File: config.mk
export PLATFORM = sky130hd
export DESIGN_NAME = lns_mac
export DESIGN_NICKNAME = d
export VERILOG_FILES = /design/src/rtl/lns_mac_pkg.sv /design/src/rtl/lns_opnd_dec.sv /design/src/rtl/lns_prod.sv /design/src/rtl/lns_accum.sv /design/src/rtl/lns_mac.sv
export SDC_FILE = /design/constraint.sdc
export NUM_CORES = 1
export LEC_CHECK = 0
export CORE_ASPECT_RATIO = 0.75
export CORE_MARGIN = 2
export CORE_UTILIZATION = 28
export CTS_CLUSTER_DIAMETER = 120
export DETAILED_ROUTE_END_ITERATION = 6
export GPL_TIMING_DRIVEN = 0
export HOLD_SLACK_MARGIN = 0.05
export SYNTH_ARGS = -nofsm -noshare
export SYNTH_HDL_FRONTEND = slang
export SYNTH_HIERARCHICAL = 1
export SYNTH_SLANG_ARGS = --single-unit
File: constraint.sdc
create_clock -name clk -period 18.5 [get_ports clk]
set_clock_uncertainty 0.15 [all_clocks]
set_input_delay 3.7 -clock clk [delete_from_list [all_inputs] [get_ports clk]]
set_output_delay 3.7 -clock clk [all_outputs]
set_load 0.01 [all_outputs]
File: src/rtl/lns_mac_pkg.sv
package lns_mac_pkg;
   localparam int OP_W  = 8;
   localparam int LOG_W = 7;
   localparam int LFRAC = 3;
   localparam int ROM_W = 7;
   localparam int UL_W  = 10;

   typedef enum logic [1:0] {
      K_NUM  = 2'd0,
      K_ZERO = 2'd1,
      K_INF  = 2'd2
   } kind_t;

   typedef struct packed {
      kind_t                   kind;
      logic                    sign;
      logic signed [UL_W-1:0]  ulog;
   } opnd_t;

   // linear mantissa 2^(f/8) scaled by 64
   function automatic logic [ROM_W-1:0] pow_rom(input logic [LFRAC-1:0] f);
      logic [ROM_W-1:0] r;
      case (f)
         3'd0: r = 7'd64;
         3'd1: r = 7'd70;
         3'd2: r = 7'd76;
         3'd3: r = 7'd83;
         3'd4: r = 7'd91;
         3'd5: r = 7'd99;
         3'd6: r = 7'd108;
         default: r = 7'd117;
      endcase
      return r;
   endfunction
endpackage

File: src/rtl/lns_opnd_dec.sv
module lns_opnd_dec
   import lns_mac_pkg::*;
(
   input  logic [OP_W-1:0] code,
   input  logic            fmt,
   output opnd_t           opnd
);
   logic [LOG_W:0] aligned;

   always_comb begin
      aligned = fmt ? {code[LOG_W-1:0], 1'b0} : {1'b0, code[LOG_W-1:0]};
      opnd.sign = code[OP_W-1];
      if (code[LOG_W-1:0] == '0)
         opnd.kind = code[OP_W-1] ? K_INF : K_ZERO;
      else
         opnd.kind = K_NUM;
      // remove bias expressed in eighths: 8*8 or 16*8
      opnd.ulog = $signed({2'b00, aligned}) - (fmt ? 10'sd128 : 10'sd64);
   end
endmodule

File: src/rtl/lns_prod.sv
module lns_prod
   import lns_mac_pkg::*;
#(
   parameter int EXP_W = 8
)
(
   input  opnd_t             a,
   input  opnd_t             b,
   input  logic              div,
   output kind_t             kind,
   output logic              sign,
   output logic [EXP_W-1:0]  exp,
   output logic [ROM_W-1:0]  mant
);
   localparam int EBIAS = (1 << (EXP_W-1)) - 1;
   localparam int PI_W  = UL_W - LFRAC;

   logic signed [UL_W-1:0] psum;
   logic signed [PI_W-1:0] pint;

   always_comb begin
      psum = div ? (a.ulog - b.ulog) : (a.ulog + b.ulog);
      pint = psum[UL_W-1:LFRAC];
      mant = pow_rom(psum[LFRAC-1:0]);
      exp  = EXP_W'(EBIAS + int'(pint));
      sign = a.sign ^ b.sign;
      if (!div) begin
         if (a.kind == K_INF || b.kind == K_INF)        kind = K_INF;
         else if (a.kind == K_ZERO || b.kind == K_ZERO) kind = K_ZERO;
         else                                           kind = K_NUM;
      end else begin
         if (a.kind == K_INF || b.kind == K_ZERO)       kind = K_INF;
         else if (a.kind == K_ZERO || b.kind == K_INF)  kind = K_ZERO;
         else                                           kind = K_NUM;
      end
   end
endmodule

File: src/rtl/lns_accum.sv
module lns_accum
   import lns_mac_pkg::*;
#(
   parameter int EXP_W  = 8,
   parameter int FRAC_W = 16
)
(
   input  logic               clk,
   input  logic               rst,
   input  logic               clr,
   input  logic               p_valid,
   input  kind_t              p_kind,
   input  logic               p_sign,
   input  logic [EXP_W-1:0]   p_exp,
   input  logic [ROM_W-1:0]   p_mant,
   output logic               acc_inf,
   output logic               acc_sign,
   output logic [EXP_W-1:0]   acc_exp,
   output logic [FRAC_W:0]    acc_mant
);
   localparam int MW   = FRAC_W + 1;
   localparam int XW   = MW + 3;
   localparam int SH_W = $clog2(XW + 1);
   localparam int EW2  = EXP_W + 2;
   localparam int EMAX = (1 << EXP_W) - 2;

   function automatic logic [SH_W-1:0] lzc(input logic [XW-1:0] v);
      logic [SH_W-1:0] n;
      n = SH_W'(XW);
      for (int i = 0; i < XW; i++)
         if (v[i]) n = SH_W'(XW - 1 - i);
      return n;
   endfunction

   logic [MW-1:0]         add_m, m_big, m_sml, r_mant, n_mant;
   logic                  add_big, s_big, s_sml, lost, up;
   logic [EXP_W-1:0]      e_big, e_sml, dexp, r_exp, n_exp;
   logic [XW-1:0]         x_big, x_sml, x_shf, nrm;
   logic [XW:0]           raw;
   logic [SH_W-1:0]       lz;
   logic signed [EW2-1:0] re;
   logic [MW:0]           rnd;
   logic                  r_zero, r_inf, n_inf, n_sign;

   always_comb begin
      add_m   = {p_mant, {(MW-ROM_W){1'b0}}};
      add_big = (p_exp > acc_exp) || ((p_exp == acc_exp) && (add_m > acc_mant));
      if (add_big) begin
         e_big = p_exp;   m_big = add_m;    s_big = p_sign;
         e_sml = acc_exp; m_sml = acc_mant; s_sml = acc_sign;
      end else begin
         e_big = acc_exp; m_big = acc_mant; s_big = acc_sign;
         e_sml = p_exp;   m_sml = add_m;    s_sml = p_sign;
      end
      dexp  = e_big - e_sml;
      x_big = {m_big, 3'b000};
      x_sml = {m_sml, 3'b000};
      if (dexp >= EXP_W'(XW)) begin
         x_shf = '0;
         lost  = |m_sml;
      end else begin
         x_shf = x_sml >> dexp;
         lost  = |(x_sml & ~({XW{1'b1}} << dexp));
      end
      x_shf[0] = x_shf[0] | lost;
      raw = (s_big != s_sml) ? ({1'b0, x_big} - {1'b0, x_shf})
                             : ({1'b0, x_big} + {1'b0, x_shf});
      lz = '0;
      if (raw[XW]) begin
         nrm    = raw[XW:1];
         nrm[0] = nrm[0] | raw[0];
         re     = $signed({2'b00, e_big} + EW2'(1));
      end else begin
         lz  = lzc(raw[XW-1:0]);
         nrm = raw[XW-1:0] << lz;
         re  = $signed({2'b00, e_big} - {{(EW2-SH_W){1'b0}}, lz});
      end
      // round to nearest, ties to even
      up  = nrm[2] & (nrm[1] | nrm[0] | nrm[3]);
      rnd = {1'b0, nrm[XW-1:3]} + {{MW{1'b0}}, up};
      if (rnd[MW]) begin
         r_mant = rnd[MW:1];
         re     = $signed(re + EW2'(1));
      end else begin
         r_mant = rnd[MW-1:0];
      end
      r_zero = (raw == '0) || (re <= 0);
      r_inf  = !r_zero && (re > EMAX);
      r_exp  = re[EXP_W-1:0];
   end

   always_comb begin
      n_inf  = acc_inf;
      n_sign = acc_sign;
      n_exp  = acc_exp;
      n_mant = acc_mant;
      if (p_valid && !acc_inf) begin
         if (p_kind == K_INF) begin
            n_inf = 1'b1; n_sign = 1'b0; n_exp = '0; n_mant = '0;
         end else if (p_kind == K_NUM) begin
            if (acc_mant == '0) begin
               n_sign = p_sign; n_exp = p_exp; n_mant = add_m;
            end else if (r_inf) begin
               n_inf = 1'b1; n_sign = 1'b0; n_exp = '0; n_mant = '0;
            end else if (r_zero) begin
               n_sign = 1'b0; n_exp = '0; n_mant = '0;
            end else begin
               n_sign = s_big; n_exp = r_exp; n_mant = r_mant;
            end
         end
      end
   end

   always_ff @(posedge clk) begin
      if (rst || clr) begin
         acc_inf  <= 1'b0;
         acc_sign <= 1'b0;
         acc_exp  <= '0;
         acc_mant <= '0;
      end else begin
         acc_inf  <= n_inf;
         acc_sign <= n_sign;
         acc_exp  <= n_exp;
         acc_mant <= n_mant;
      end
   end
endmodule

File: src/rtl/lns_mac.sv
module lns_mac
   import lns_mac_pkg::*;
#(
   parameter int EXP_W  = 8,
   parameter int FRAC_W = 16
)
(
   input  logic               clk,
   input  logic               rst,
   input  logic               clr,
   input  logic               in_valid,
   output logic               in_ready,
   input  logic [OP_W-1:0]    in_a,
   input  logic [OP_W-1:0]    in_b,
   input  logic               in_fmt_a,
   input  logic               in_fmt_b,
   input  logic               in_div,
   output logic               acc_valid,
   output logic               acc_inf,
   output logic               acc_sign,
   output logic [EXP_W-1:0]   acc_exp,
   output logic [FRAC_W:0]    acc_mant
);
   if (EXP_W < 8) begin : g_bad_exp
      $error("lns_mac: EXP_W must be at least 8");
   end
   if (FRAC_W < 16) begin : g_bad_frac
      $error("lns_mac: FRAC_W must be at least 16");
   end

   logic [OP_W-1:0] codes [2];
   logic            fmts  [2];
   opnd_t           dec   [2];

   assign codes[0] = in_a;
   assign codes[1] = in_b;
   assign fmts[0]  = in_fmt_a;
   assign fmts[1]  = in_fmt_b;

   for (genvar gi = 0; gi < 2; gi++) begin : g_dec
      lns_opnd_dec u_dec (
         .code (codes[gi]),
         .fmt  (fmts[gi]),
         .opnd (dec[gi])
      );
   end

   kind_t             c_kind;
   logic              c_sign;
   logic [EXP_W-1:0]  c_exp;
   logic [ROM_W-1:0]  c_mant;

   lns_prod #(.EXP_W(EXP_W)) u_prod (
      .a    (dec[0]),
      .b    (dec[1]),
      .div  (in_div),
      .kind (c_kind),
      .sign (c_sign),
      .exp  (c_exp),
      .mant (c_mant)
   );

   logic              accept;
   logic              p_valid;
   kind_t             p_kind;
   logic              p_sign;
   logic [EXP_W-1:0]  p_exp;
   logic [ROM_W-1:0]  p_mant;

   assign accept = in_valid && in_ready;

   always_ff @(posedge clk) begin
      if (rst) begin
         in_ready <= 1'b0;
         p_valid  <= 1'b0;
         p_kind   <= K_ZERO;
         p_sign   <= 1'b0;
         p_exp    <= '0;
         p_mant   <= '0;
      end else begin
         in_ready <= 1'b1;
         p_valid  <= accept;
         if (accept) begin
            p_kind <= c_kind;
            p_sign <= c_sign;
            p_exp  <= c_exp;
            p_mant <= c_mant;
         end
      end
   end

   assign acc_valid = !p_valid;

   lns_accum #(.EXP_W(EXP_W), .FRAC_W(FRAC_W)) u_acc (
      .clk      (clk),
      .rst      (rst),
      .clr      (clr),
      .p_valid  (p_valid),
      .p_kind   (p_kind),
      .p_sign   (p_sign),
      .p_exp    (p_exp),
      .p_mant   (p_mant),
      .acc_inf  (acc_inf),
      .acc_sign (acc_sign),
      .acc_exp  (acc_exp),
      .acc_mant (acc_mant)
   );
endmodule

# ---- Yosys cells after proc, flatten, opt, wreduce, memory -nomap -nowiden
# Index checks and enable logic that the tools add are counted.
dict set report classes {
  n_addsub 12
  multipliers 0
  div_mod_pow 0
  order_cmp 5
  eq_ne 14
  shift 3
  n_mux 69
  bitwise 8
  reduce_logical 26
}
# operator count
set op_table {}
lappend op_table {{two-way mux 17 bit} 8}
lappend op_table {{two-way mux 8 bit} 11}
lappend op_table {{two-way mux 5 bit} 17}
lappend op_table {{case mux 6 bit (7 select lines)} 1}
lappend op_table {{two-way mux 20 bit} 2}
lappend op_table {{two-way mux 10 bit} 3}
lappend op_table {{adder 20 x 20 -> 21 bit} 1}
lappend op_table {{logical NOT 21 bit} 1}
lappend op_table {{two-way mux 21 bit} 1}
lappend op_table {{subtractor 20 x 20 -> 21 bit} 1}
lappend op_table {{AND 20 bit} 1}
lappend op_table {{inverter 20 bit} 1}
lappend op_table {{OR reduction 20 bit} 1}
lappend op_table {{left shift 20 x 5 -> 20 bit} 1}
lappend op_table {{left shift 20 x 8 -> 20 bit, first input constant} 1}
lappend op_table {{>> shifter 20 x 8 -> 20 bit} 1}
lappend op_table {{subtractor 9 x 10 -> 10 bit} 2}
lappend op_table {{adder 17 x 1 -> 18 bit} 1}
lappend op_table {{greater-than comparator 17 bit} 1}
lappend op_table {{logical NOT 17 bit} 1}
lappend op_table {{OR reduction 17 bit} 1}
lappend op_table {{two-way mux 1 bit} 15}
lappend op_table {{logical NOT 7 bit} 2}
lappend op_table {{two-way mux 2 bit} 7}
lappend op_table {{31 further kinds} 55}
dict set report totals {
  reg_bits 47
  latch_bits 0
  ramBits 0
  rom_bits 0
  inputBits 23
  output_inout_bits 29
  wordCells 147
  memories 0
}

# ---- Depth between registers and ports, before layout
# Gate-level depths: netlist of the first run.
dict set report logic_depth {
  word_depth 49
  ltp_mapped 66
  mapped_depth_nobuf 55
}

# ---- Cells and area by module
# Netlist of the first run, hierarchy kept.
# mod instances cells_each area_per_inst_um2 seq_area_each_um2
set by_module_without_submodules {}
lappend by_module_without_submodules {lns_accum 1 1391 9487.8 540.5}
lappend by_module_without_submodules {lns_prod 1 127 967.2 0.0}
lappend by_module_without_submodules {lns_mac 1 68 837.1 400.4}
lappend by_module_without_submodules {lns_opnd_dec 2 18 142.6 0.0}

# ---- Worst setup path before layout of the first run
# No wires, ideal clock.
dict set report synth_timing {
  path_type {register to register}
  start {register u_acc.acc_exp[2]}
  end {register u_acc.acc_mant[16]}
  t_arrival_ps 12840
  required_time_ps 18262
  path_slack_ps 5422
  path_stages_with_launch 63
  path_buffers 13
  period_less_slack_ps 13078
  path_cell_list {dfxtp_1 inv_1 ha_1 clkbuf_1 nand2_1 nor3_2 o311ai_2 o22ai_2 buf_4 clkbuf_1 clkbuf_1 clkbuf_1 a31oi_1 ha_1 clkbuf_1 clkbuf_1 clkbuf_1 buf_4 [... 27 more ...] buf_2 buf_2 ha_1 nor2b_1 o21ai_0 nand2b_1 a21o_1 a211oi_1 nor2_1 xnor2_1 nor3_1 nand3_1 a211oi_1 nand4_1 or3_1 a211oi_2 nand4_2 o32ai_2}
}
dict set report synth_between {
  elab_chain_len 49
  word_cells_on_any_way 70
  cone_classes {7 x add/sub; 4 x order compare; 2 x eq/ne; 3 x shift; 39 x mux; 7 x bitwise; 8 x reduce/logical}
}
# element line
set synth_lines {}
lappend synth_lines {{start: declaration} lns_accum.sv:18} ;# output logic [EXP_W-1:0] acc_exp,
lappend synth_lines {{start signal: assignment} lns_accum.sv:123} ;# acc_exp <= n_exp;
lappend synth_lines {{parallel branches: the longest is 45 deep, another holds adder 20 x 20 -> 21 bit} -}
lappend synth_lines {{two-way mux 17 bit *} lns_accum.sv:103} ;# end else if (r_inf) begin
lappend synth_lines {{two-way mux 17 bit *} lns_accum.sv:101} ;# if (acc_mant == '0) begin
lappend synth_lines {{two-way mux 17 bit *} lns_accum.sv:100} ;# end else if (p_kind == K_NUM) begin
lappend synth_lines {{two-way mux 17 bit *} lns_accum.sv:98} ;# if (p_kind == K_INF) begin
lappend synth_lines {{end signal: assignment} lns_accum.sv:124} ;# acc_mant <= n_mant;
lappend synth_lines {{end: declaration} lns_accum.sv:19} ;# output logic [FRAC_W:0] acc_mant
# Mark *: on every way between the ends. The select of a mux whose other input is x is not followed.
# A chain may end at the register's enable or synchronous reset.

# ---- Worst setup path after layout of the first run
# Ends and elaborated chain as after synthesis.

==> results of run 1 <==
placed cells by master, fill, tap and decap left out, types with 22 or more instances in the layout:
master           synthesis  routed
or3_1                   25      25
clkdlybuf4s50_1          0      48
buf_2                   28      28
o211ai_1                22      22
clkbuf_1                40      39
nand2b_1                25      25
nand3_1                 65      65
and3_1                  24      24
a211oi_1                22      22
xor2_1                  32      32
a21oi_1                123     123
nand2_1                138     138
mux2_2                  22      22
ha_1                    72      72
inv_1                   83      83
and2_1                  26      26
a31oi_1                 29      29
nor2_1                 120     120
xnor2_1                 44      44
nor3_1                  49      49
nand4_1                 29      29
o21ai_0                 92      92
mux2i_1                 40      40
dfxtp_1                 47      47
critical path: cells and delay by family (launching register included):
kind | cells | cell delay [ns]
AND/OR/NAND/NOR | 21 | 5.86
buffers and inverters | 14 | 5.33
AO/OA/AOI/OAI | 16 | 4.10
adder cells (fa/ha/maj) | 4 | 1.21
flip-flops | 1 | 0.46
XOR/XNOR | 2 | 0.41
multiplexers | 1 | 0.10
logic make-up (layout without fill, tap and decap cells):
logic type                 after synthesis  count (layout)
other                                    1               1
muxes                                   72              72
adders and majority gates               75              75
and+or+nand+nor                        611             611
xor gates and xnor gates                79              79
DFF                                     47              47
buffers and inverters                  191             246
AOI/OAI and AO/OA                      546             546
worst paths after layout:
check	start	end	slack (ns)	depth (start not counted)
setup / recovery	u_acc/acc_exp[2]$_SDFFE_PP0P_	u_acc/acc_mant[16]$_SDFFE_PP0P_	0.76	58
hold / removal	p_kind[0]$_SDFFE_PP1P_	p_kind[0]$_SDFFE_PP1P_	0.33	1
hold reg to reg	p_kind[0]$_SDFFE_PP1P_	p_kind[0]$_SDFFE_PP1P_	0.33	1
setup reg to reg	u_acc/acc_exp[2]$_SDFFE_PP0P_	u_acc/acc_mant[16]$_SDFFE_PP0P_	0.76	58
cell usage after synthesis, drive strengths merged, types with 26 or more instances:
master / count
clkbuf: 40
ha: 72
xor2: 34
or3: 27
nand2: 139
a31oi: 31
nor3: 55
nand4: 32
mux2i: 41
dfxtp: 47
and2: 26
nand3: 65
xnor2: 45
inv: 86
a21oi: 129
nor2: 121
o21ai: 107
buf: 64
cell type report:
type | count | area, µm² | share of cell area [%]
Inverter | 87 | 328 | 2.54
Sequential cell | 47 | 941 | 7.30
Timing Repair Buffer | 48 | 480 | 3.73
Buffer | 104 | 584 | 4.53
Multi-Input combinational cell | 1384 | 9730 | 75.5
Clock buffer | 5 | 125 | 0.971
Tap cell | 528 | 661 | 5.13
Clock inverter | 2 | 37.5 | 0.291
metal layers:
| metal | vias to the layer above | share of wire, % |
|---|---|---|
| li1 | 6253 | - |
| met1 | 6472 | 48 |
| met2 | 834 | 38 |
| met3 | 67 | 13 |
| met4 | 0 | 1.4 |
| met5 | - | 0 |
state kept, by name (all words and copies together) (netlist names):
register and flops:
p_exp 8, p_valid 1, p_kind 2, u_acc/acc_sign 1
p_sign 1, u_acc/acc_mant 17, u_acc/acc_inf 1, u_acc/acc_exp 8
in_ready 1, p_mant 7
stage by stage:
stage	hold slack, ns	instances	setup slack, ns
3_3_place_gp	0.314	2198	1.63
5_1_grt	0.375	2205	0.0541
6_report	0.334	2205	0.756
2_1_floorplan	0.286	1622	5.42
4_1_cts	0.341	2205	1.42
3_5_place_dp	0.328	2198	1.48
==> impl_results.md, run 1 <==
- Hold Buf Count CTS: 0
- Max_slew headroom: 6.94%
- Met3 GRT Util: 5.73%
- RePlAce Congestion: 0.983
- Layout overhead on the synthesized area: 11.3%
- Iter 0 DRT Violations: 1785
- Layout cells sized above 1: just over 10%
- Grt met2 use: 29.3%
- CTS root buffer: clkbuf_16
- Num CTS Buffers: 5
- Multiplexer share of the synthesized area: 7.18%
- Row count: 64
- Most common cell type on the critical path: clkbuf_1
- RSZ-0062 raised after global routing: false
- Drt total wl: a little under 50000 µm
- Final #Nets: between 1500 and 2000
- Yosys reg bits: 47
- Post-route cell area: 0.0129 mm²
- Status: finished, final reports clean
- Die X-Extent: between 200 and 250 µm
- Core area: 0.0408 mm²
- F_max: 56.4 MHz
- Synth Area in Adders: 8.30%
- Sequential fraction of the synthesis area: 8.13%
- Biggest area consumer among synthesized cells: dfxtp_1
- Slowest stage cell, crit path: nor4_1
- DIE HEIGHT: 180 µm
- Crit Path Class: reg2reg
- DRT Pass-1 Iters: 6
- EDFF count, synth: 0
- CTS Sinks: 47
- Clock latency at the later pin of the worst-skew pair: 0.29 ns
- Final worst-path cycle share: 95.9%
- Pin count of the biggest net entering global routing: 15
- # Max-Cap Violations: 0
- Slew Viols, Final: 0
- HPWL Detailed: 39900 µm
- XOR/XNOR share of the synthesized area: 6.37%
- Initial cell density of the core: 28.4%
- Syn avg cell area: slightly above 7 µm²
- DRC Markers: 0
- Setup-violating endpoint count in the final report: 0
- Slew @ Worst Pin: 1.38 ns
- Clk slew on worst S/H paths: 0.06 ns
- Port bufs: 48
- Average routed wire per standard cell: 22.4 µm
- First-pass GRT wire length: 74600 µm
- Via density: ~6.2
- Critical Path RT: 18.55 ns
- Post-Syn Area: 0.0116 mm²
- Synth Net Count: 1720
- Yosys warning count: 6
- Vias in the first global route: about 12000
- Via Count: 13600
- Critical Path AT: between 15 and 20 ns
- Post-Synth Simple-Gate Area: 28.3%
- Grt total ovfl: 0
- Setup_tns: 0 ns
- Post-CTS Setup Inserts: 0
- Placed inst area: between 0.01 and 0.015 mm²
- Grt peak-use layer: met1
- Main area contributors after synthesis: dfxtp_1, ha_1, a21oi_1, nand2_1, o21ai_0
- Diode count: 0
- Main combinational cell family by area after synthesis: compound AO/OA/AOI/OAI gates
- Post-synthesis instance total: 1622
- Fraction of registers with async set/reset: 0%
- Final Util: 31.6%
- Compound-Gate Fraction of Synth Area: 33.8%
- Met1 GRT Util: 34.7%
- CP Max Fanout: 10
- Main synth FF type: dfxtp_1
- Clock tree buffer depth: 2
- Final Hold Viols: 0
- Worst hold path class: reg2reg
- Netlist cell types: 114
- Slowest stage delay, CP: 1.06 ns
- Antenna Nets Post-Route: 0
- Yosys top cell area share: 8.13%
- Fillcell total: between 4000 and 5000
- Startpoint Class: register
- Crit path time final: 17.74 ns
- Die area: between 0.04 and 0.05 mm²
- Worst setup EP type: register
- TritonCTS clock tree: done
- I/O pin cnt: 52
- Initial antenna violation count: 0
- # resized after CTS: 0
- Total track usage: 21.9%
- # H-tree levels: 2
Power of run 1 is left out: the tool's default activity adds up to more than one toggle a clock period on the data nets, which glitch-free logic cannot reach.
==> inputs of run 2 (changes only) <==
Settings changed: SYNTH_HIERARCHICAL 1 to default.
==> run 2 against run 1 <==
  * Fmax is 16% higher
  * Via count is 0.98% lower
  * Wire length shrank 3.7%
  * Worst setup slack improved by 2.4 ns
  * First-iteration DRC count is 4.3% higher
  * Die area shrank 4.0%
  * Synthesized cell count up 1.6%
  * Register-to-register slack improved by 2.4 ns
  * Non-clock buffer count decreased by 11
  * Global-route usage grew 0.48 points
  * Critical path depth increased by 6
  * Largest cell class unchanged
  * Sequential share of layout area rose by 0.30 points
==> impl_results.md, run 2 <==
- Iter 0 DRT Violations: 1862
- Diode count: 0
- Most frequent cells in the layout: nand2_1, nor2_1, a21oi_1
- Critical Path RT: about 19 ns
- Layout cells sized above 1: roughly 6.4%
- First-pass GRT wire length: between 70000 and 80000 µm
- Core area: 0.0393 mm²
- Int Power: about 780 µW
- Setup_tns: 0 ns
- Most common cell type on the critical path: o21ai_0
- Initial antenna violation count: 0
- CTS root buffer: clkbuf_16
- Post-Syn Area: roughly 0.011 mm²
- Worst vdd ir: about 70 µV
- Worst hold path class: reg2reg
- Netlist cell types: approximately 100
- Die area: 0.0413 mm²
- DRC Markers: 0
- Yosys warning count: 0
- Commonest non-fill, non-tap cell in the layout: nand2_1
- Grt total ovfl: 0
- Most frequent cells after synthesis: nand2_1, nor2_1, a21oi_1, o21ai_0, inv_1
- RePlAce Congestion: 0.981
- Setup-violating endpoint count in the final report: 0
- Lkg Pwr: between 5 and 6 nW
- Dpl cells: around 2200
- Num CTS Buffers: 5
- Antenna Nets Post-Route: 0
- Biggest area consumer among synthesized cells: dfxtp_1
- Yosys reg bits: 47
- Post-synthesis instance total: 1648
- Startpoint Class: register
- Average routed wire per standard cell: 21.4 µm
- CP Max Fanout: 10
- Die X-Extent: between 200 and 250 µm
- Max reg flops: 17
- Clk pwr share: 4.6%
- Fraction of registers with async set/reset: 0%
- Layout overhead on the synthesized area: 11.5%
- HPWL Detailed: 38800 µm
- DRT Pass-1 Iters: 7
- Biggest regs: u_acc.acc_mant x17, p_exp x8, u_acc.acc_exp x8
- Syn avg cell area: 6.74 µm²
- Critical Path AT: 15.37 ns
- Part of the power in registers: 5.6%
- EDFF count, synth: 0
- Clk slew on worst S/H paths: approximately 0.070 ns
- Row count: 63
- Main synth FF type: dfxtp_1
- Port bufs: 47
- Final Hold Viols: 0
- Combinational Power Share: 89.8%
- Crit path time final: around 15 ns
- P_sw: 1.23 mW
- Pwr dens: about 160 mW/mm²
- I/O pin cnt: 52
- Max_slew headroom: 25.2%
- Slowest stage cell, crit path: o41ai_4
- Synth Net Count: 1744
- Hold Buf Count CTS: 0
- Final worst-path cycle share: 82.9%
- Post-route cell area: 0.0124 mm²
- # Max-Cap Violations: 0
- Worst setup margin: between 3 and 4 ns
- Slew @ Worst Pin: 1.12 ns
- Final #Nets: 1798
- Drt total wl: 47500 µm
- Clock latency at the later pin of the worst-skew pair: 0.29 ns
- Yosys top cell area share: 8.47%
- DP Worst Slack: 3.67 ns
- Biggest register: u_acc.acc_mant
- Clock tree buffer depth: 2
- Crit Path Class: reg2reg
- TritonCTS clock tree: done
- Via Count: 13500
- Non-filler cells, final: about 2200
- Slowest stage delay, CP: 0.81 ns
- Main area contributors after synthesis: dfxtp_1, ha_1, nand2_1, nor2_1, mux2i_1
- Via density: roughly 6
- RSZ-0062 raised after global routing: false
- Most frequent cell after synthesis: nand2_1
- CTS Sinks: 47
- F_max: 65.2 MHz
- Final Util: between 30% and 40%
- Worst setup EP type: register
- Post-CTS Setup Inserts: 0
- DIE HEIGHT: 176 µm
- Placed inst area: 0.0122 mm²
- Sequential fraction of the synthesis area: 8.47%
- Pin count of the biggest net entering global routing: 16
- Total track usage: 22.4%
- Initial cell density of the core: between 20 and 30%
- Sw Share: 61.3%
- # resized after CTS: 0
- # H-tree levels: 2
- Status: finished, final reports clean
- Slew Viols, Final: 0
- Vias in the first global route: 11900
[run 2: final cells by class]
type	instances	area, µm²
sequential	47	941
buffer	94	407
tap	520	651
multi-input combinational	1420	9430
fill	4269	27000
clock buffer	6	139
inverter	87	327
timing repair buffer	47	470
clock inverter	2	13.8
[run 2: critical path, delay by kind of cell (launching register included)]
kind / cells / cell delay, ns
xor gates and xnor gates: 2 / 0.73
AOI/OAI and AO/OA: 24 / 5.55
and+or+nand+nor: 18 / 3.20
muxes: 1 / 0.20
DFF: 1 / 0.61
buffers and inverters: 13 / 2.96
adders and majority gates: 6 / 1.81
[run 2: path summary, 6_finish.rpt]
kind / from / to / slack, ns / cells past startpoint
max: u_acc.acc_exp[2]$_SDFFE_PP0P_ / u_acc.acc_mant[9]$_SDFFE_PP0P_ / 3.16 / 64
min: p_kind[0]$_SDFFE_PP1P_ / p_kind[0]$_SDFFE_PP1P_ / 0.35 / 2
max reg2reg: u_acc.acc_exp[2]$_SDFFE_PP0P_ / u_acc.acc_mant[9]$_SDFFE_PP0P_ / 3.16 / 64
min reg2reg: p_kind[0]$_SDFFE_PP1P_ / p_kind[0]$_SDFFE_PP1P_ / 0.35 / 2
[run 2: metal layers]
layer	wire length [µm]	global-route usage, %
met3	5180	3.13
met4	680	3.30
met5	0	0
met1	23400	36.7
met2	18200	30.4
[run 2: power by group through the flow]
stage | clock network, mW | logic, mW | registers [mW]
4_1_cts | 0.0933 | 1.74 | 0.112
5_1_grt | 0.0983 | 1.94 | 0.113
6_report | 0.0927 | 1.80 | 0.113
2_1_floorplan | 0 | 1.28 | 0.111
3_5_place_dp | 0 | 1.73 | 0.114
3_3_place_gp | 0 | 1.73 | 0.114
[run 2: logic make-up after synthesis]
kind of cell	after synthesis	share of synthesized area (%)
buffers and inverters	181	6.60
and+or+nand+nor	668	29.5
xor gates and xnor gates	68	5.36
muxes	85	8.19
adders and majority gates	73	8.43
AOI/OAI and AO/OA	526	33.5
DFF	47	8.47
[run 2: stage by stage]
| stage | hold WS [ns] | total power, mW |
|---|---|---|
| final | 0.354 | 2.01 |
| after global routing | 0.395 | 2.15 |
| after CTS | 0.345 | 1.94 |
| after detailed placement | 0.336 | 1.85 |
| after global placement | 0.333 | 1.84 |
| after floorplan | 0.311 | 1.39 |
Power figures use the tool's default switching activity.
==> inputs of run 3 (changes only) <==
Clock period 18.5 ns to 12.8 ns, I/O delays scaled along.
==> run 3 against run 2 <==
  * Via count up 1.8%
  * Wire length is 2.0% higher
  * Critical path type unchanged
  * Sequential cell count is the same
  * Core utilization grew 2.2 points
  * Sequential share of layout area decreased by 0.39 points
  * Largest cell class unchanged
  * Worst setup slack got worse by 2.7 ns
  * Die area unchanged
  * Power rose by 61%
  * Clock power increased by 47%
  * Sequential power increased by 44%
==> impl_results.md, run 3 (synthesis results as in run 2) <==
- Final worst-path cycle share: 96.8%
- Slew Viols, Final: 0
- Clock latency at the later pin of the worst-skew pair: just under 0.3 ns
- Clk slew on worst S/H paths: about 0.07 ns
- Num CTS Buffers: 5
- Setup crit start: p_exp[2]$_SDFFE_PP0P_
- HPWL Detailed: about 39000 µm
- Average routed wire per standard cell: between 20 and 25 µm
- Layout overhead on the synthesized area: 19.4%
- Critical Path AT: approximately 12 ns
- Max reg flops: 17
- Non-filler cells, final: 2257
- I/O pin cnt: between 50 and 60
- Worst hold path class: reg2reg
- Hold Path Origin: p_kind[0]$_SDFFE_PP1P_
- Die area: 0.0413 mm²
- Post-route cell area: 0.0133 mm²
- Grt total ovfl: 0
- # Max-Cap Violations: 0
- Worst setup EP type: register
- Dpl cells: 2215
- First-pass GRT wire length: around 74000 µm
- Setup-violating endpoint count in the final report: 0
- Drt total wl: 48400 µm
- # H-tree levels: 2
- Final #Nets: 1832
- Tot Pwr: 3.22 mW
- TritonCTS clock tree: done
- Via Count: 13700
- Setup_tns: 0 ns
- DP Worst Slack: -2.03 ns
- Slowest stage delay, CP: 0.60 ns
- Most common cell type on the critical path: a21o_1
- CP Max Fanout: 10
- Die X-Extent: ~230 µm
- CTS Sinks: 47
- Iter 0 DRT Violations: ~1800
- Worst setup margin: between 0.4 and 0.5 ns
- Port bufs: 47
- Vias in the first global route: 12200
- Clk pwr share: 4.2%
- Sw Share: about 59%
- Antenna Nets Post-Route: 0
- Commonest non-fill, non-tap cell in the layout: nand2_1
- Max_slew headroom: between 20 and 25%
- Total track usage: 22.6%
- Crit Path Class: reg2reg
- Top Family by Delay on Critical Path: compound AO/OA/AOI/OAI gates
- RePlAce Congestion: around 0.98
- Lkg Pwr: ~5.4 nW
- Slew @ Worst Pin: 1.18 ns
- Status: finished, final reports clean
- DRC Markers: 0
- Placed inst area: around 0.012 mm²
- Core area: 0.0393 mm²
- Final Hold Viols: 0
- Hold Buf Count CTS: 0
- Most frequent cells in the layout: nand2_1, nor2_1, a21oi_1
- Worst-case register-to-register setup slack: 0.41 ns
- Biggest regs: u_acc.acc_mant x17, p_exp x8, u_acc.acc_exp x8
- Clock tree buffer depth: 2
- F_max: 80.7 MHz
- Pin count of the biggest net entering global routing: 16
- Combinational Power Share: between 90% and 100%
- Part of the power in registers: under 10%
- DIE HEIGHT: roughly 180 µm
- Layout cells sized above 1: 14.5%
- DRT Pass-1 Iters: 7
- Final hold slack: 0.356 ns
- Biggest register: u_acc.acc_mant
- Pwr dens: 243 mW/mm²
- Crit path time final: 12.39 ns
- Critical Path RT: 12.86 ns
- Initial cell density of the core: 28.2%
- Worst r2r src: p_exp[2]$_SDFFE_PP0P_
- Slowest stage cell, crit path: or4_4
- Initial antenna violation count: 0
- Row count: between 60 and 70
- Int Power: 1.32 mW
- Final Util: 33.7%
- CTS root buffer: clkbuf_16
- Diode count: 0
- WP buf/inv: 9
- Startpoint Class: register
- Worst vdd ir: approximately 110 µV
- P_sw: ~1.9 mW
- Via density: 6.08
run 3: path summary, 6_finish.rpt:
check                                   endpoint  cells after the start
setup / recovery  u_acc.acc_mant[8]$_SDFFE_PP0P_                     48
hold / removal            p_kind[0]$_SDFFE_PP1P_                      2
setup reg to reg  u_acc.acc_mant[8]$_SDFFE_PP0P_                     48
hold reg to reg           p_kind[0]$_SDFFE_PP1P_                      2
run 3: layer usage:
metal / vias up / wire (µm) / global-route usage, %
li1: 6301 / - / -
met1: 6552 / 23300 / 36.7
met2: 819 / 19000 / 31.0
met3: 60 / 5440 / 3.05
met4: 0 / 715 / 3.35
met5: - / 0 / 0
run 3: final cells by class:
type | instances | area [µm²]
timing repair buffer | 84 | 748
fill | 4193 | 26100
inverter | 87 | 329
multi-input combinational | 1420 | 9970
buffer | 91 | 455
clock buffer | 6 | 139
clock inverter | 2 | 13.8
tap | 520 | 651
sequential | 47 | 956
run 3: power by group through the flow:
stage	logic, mW	registers, mW	clock network [mW]
finish	2.92	0.163	0.136
global route	3.12	0.163	0.142
CTS	2.61	0.162	0.135
detailed placement	2.50	0.165	0
global placement	2.50	0.165	0
floorplan	1.85	0.160	0
run 3: tightest hold or removal path, cell delays in order, from the launching register on:
cell and delay (ns):
dfxtp_1 0.32, nand2_1 0.06, nand3_1 0.07
run 3: repair_timing:
| item | CTS | global route |
|---|---|---|
| setup endpoints to repair | 27 | 27 |
| pin swaps | 6 | 26 |
| gates resized for setup | 65 | 102 |
| setup buffers | 8 | 29 |
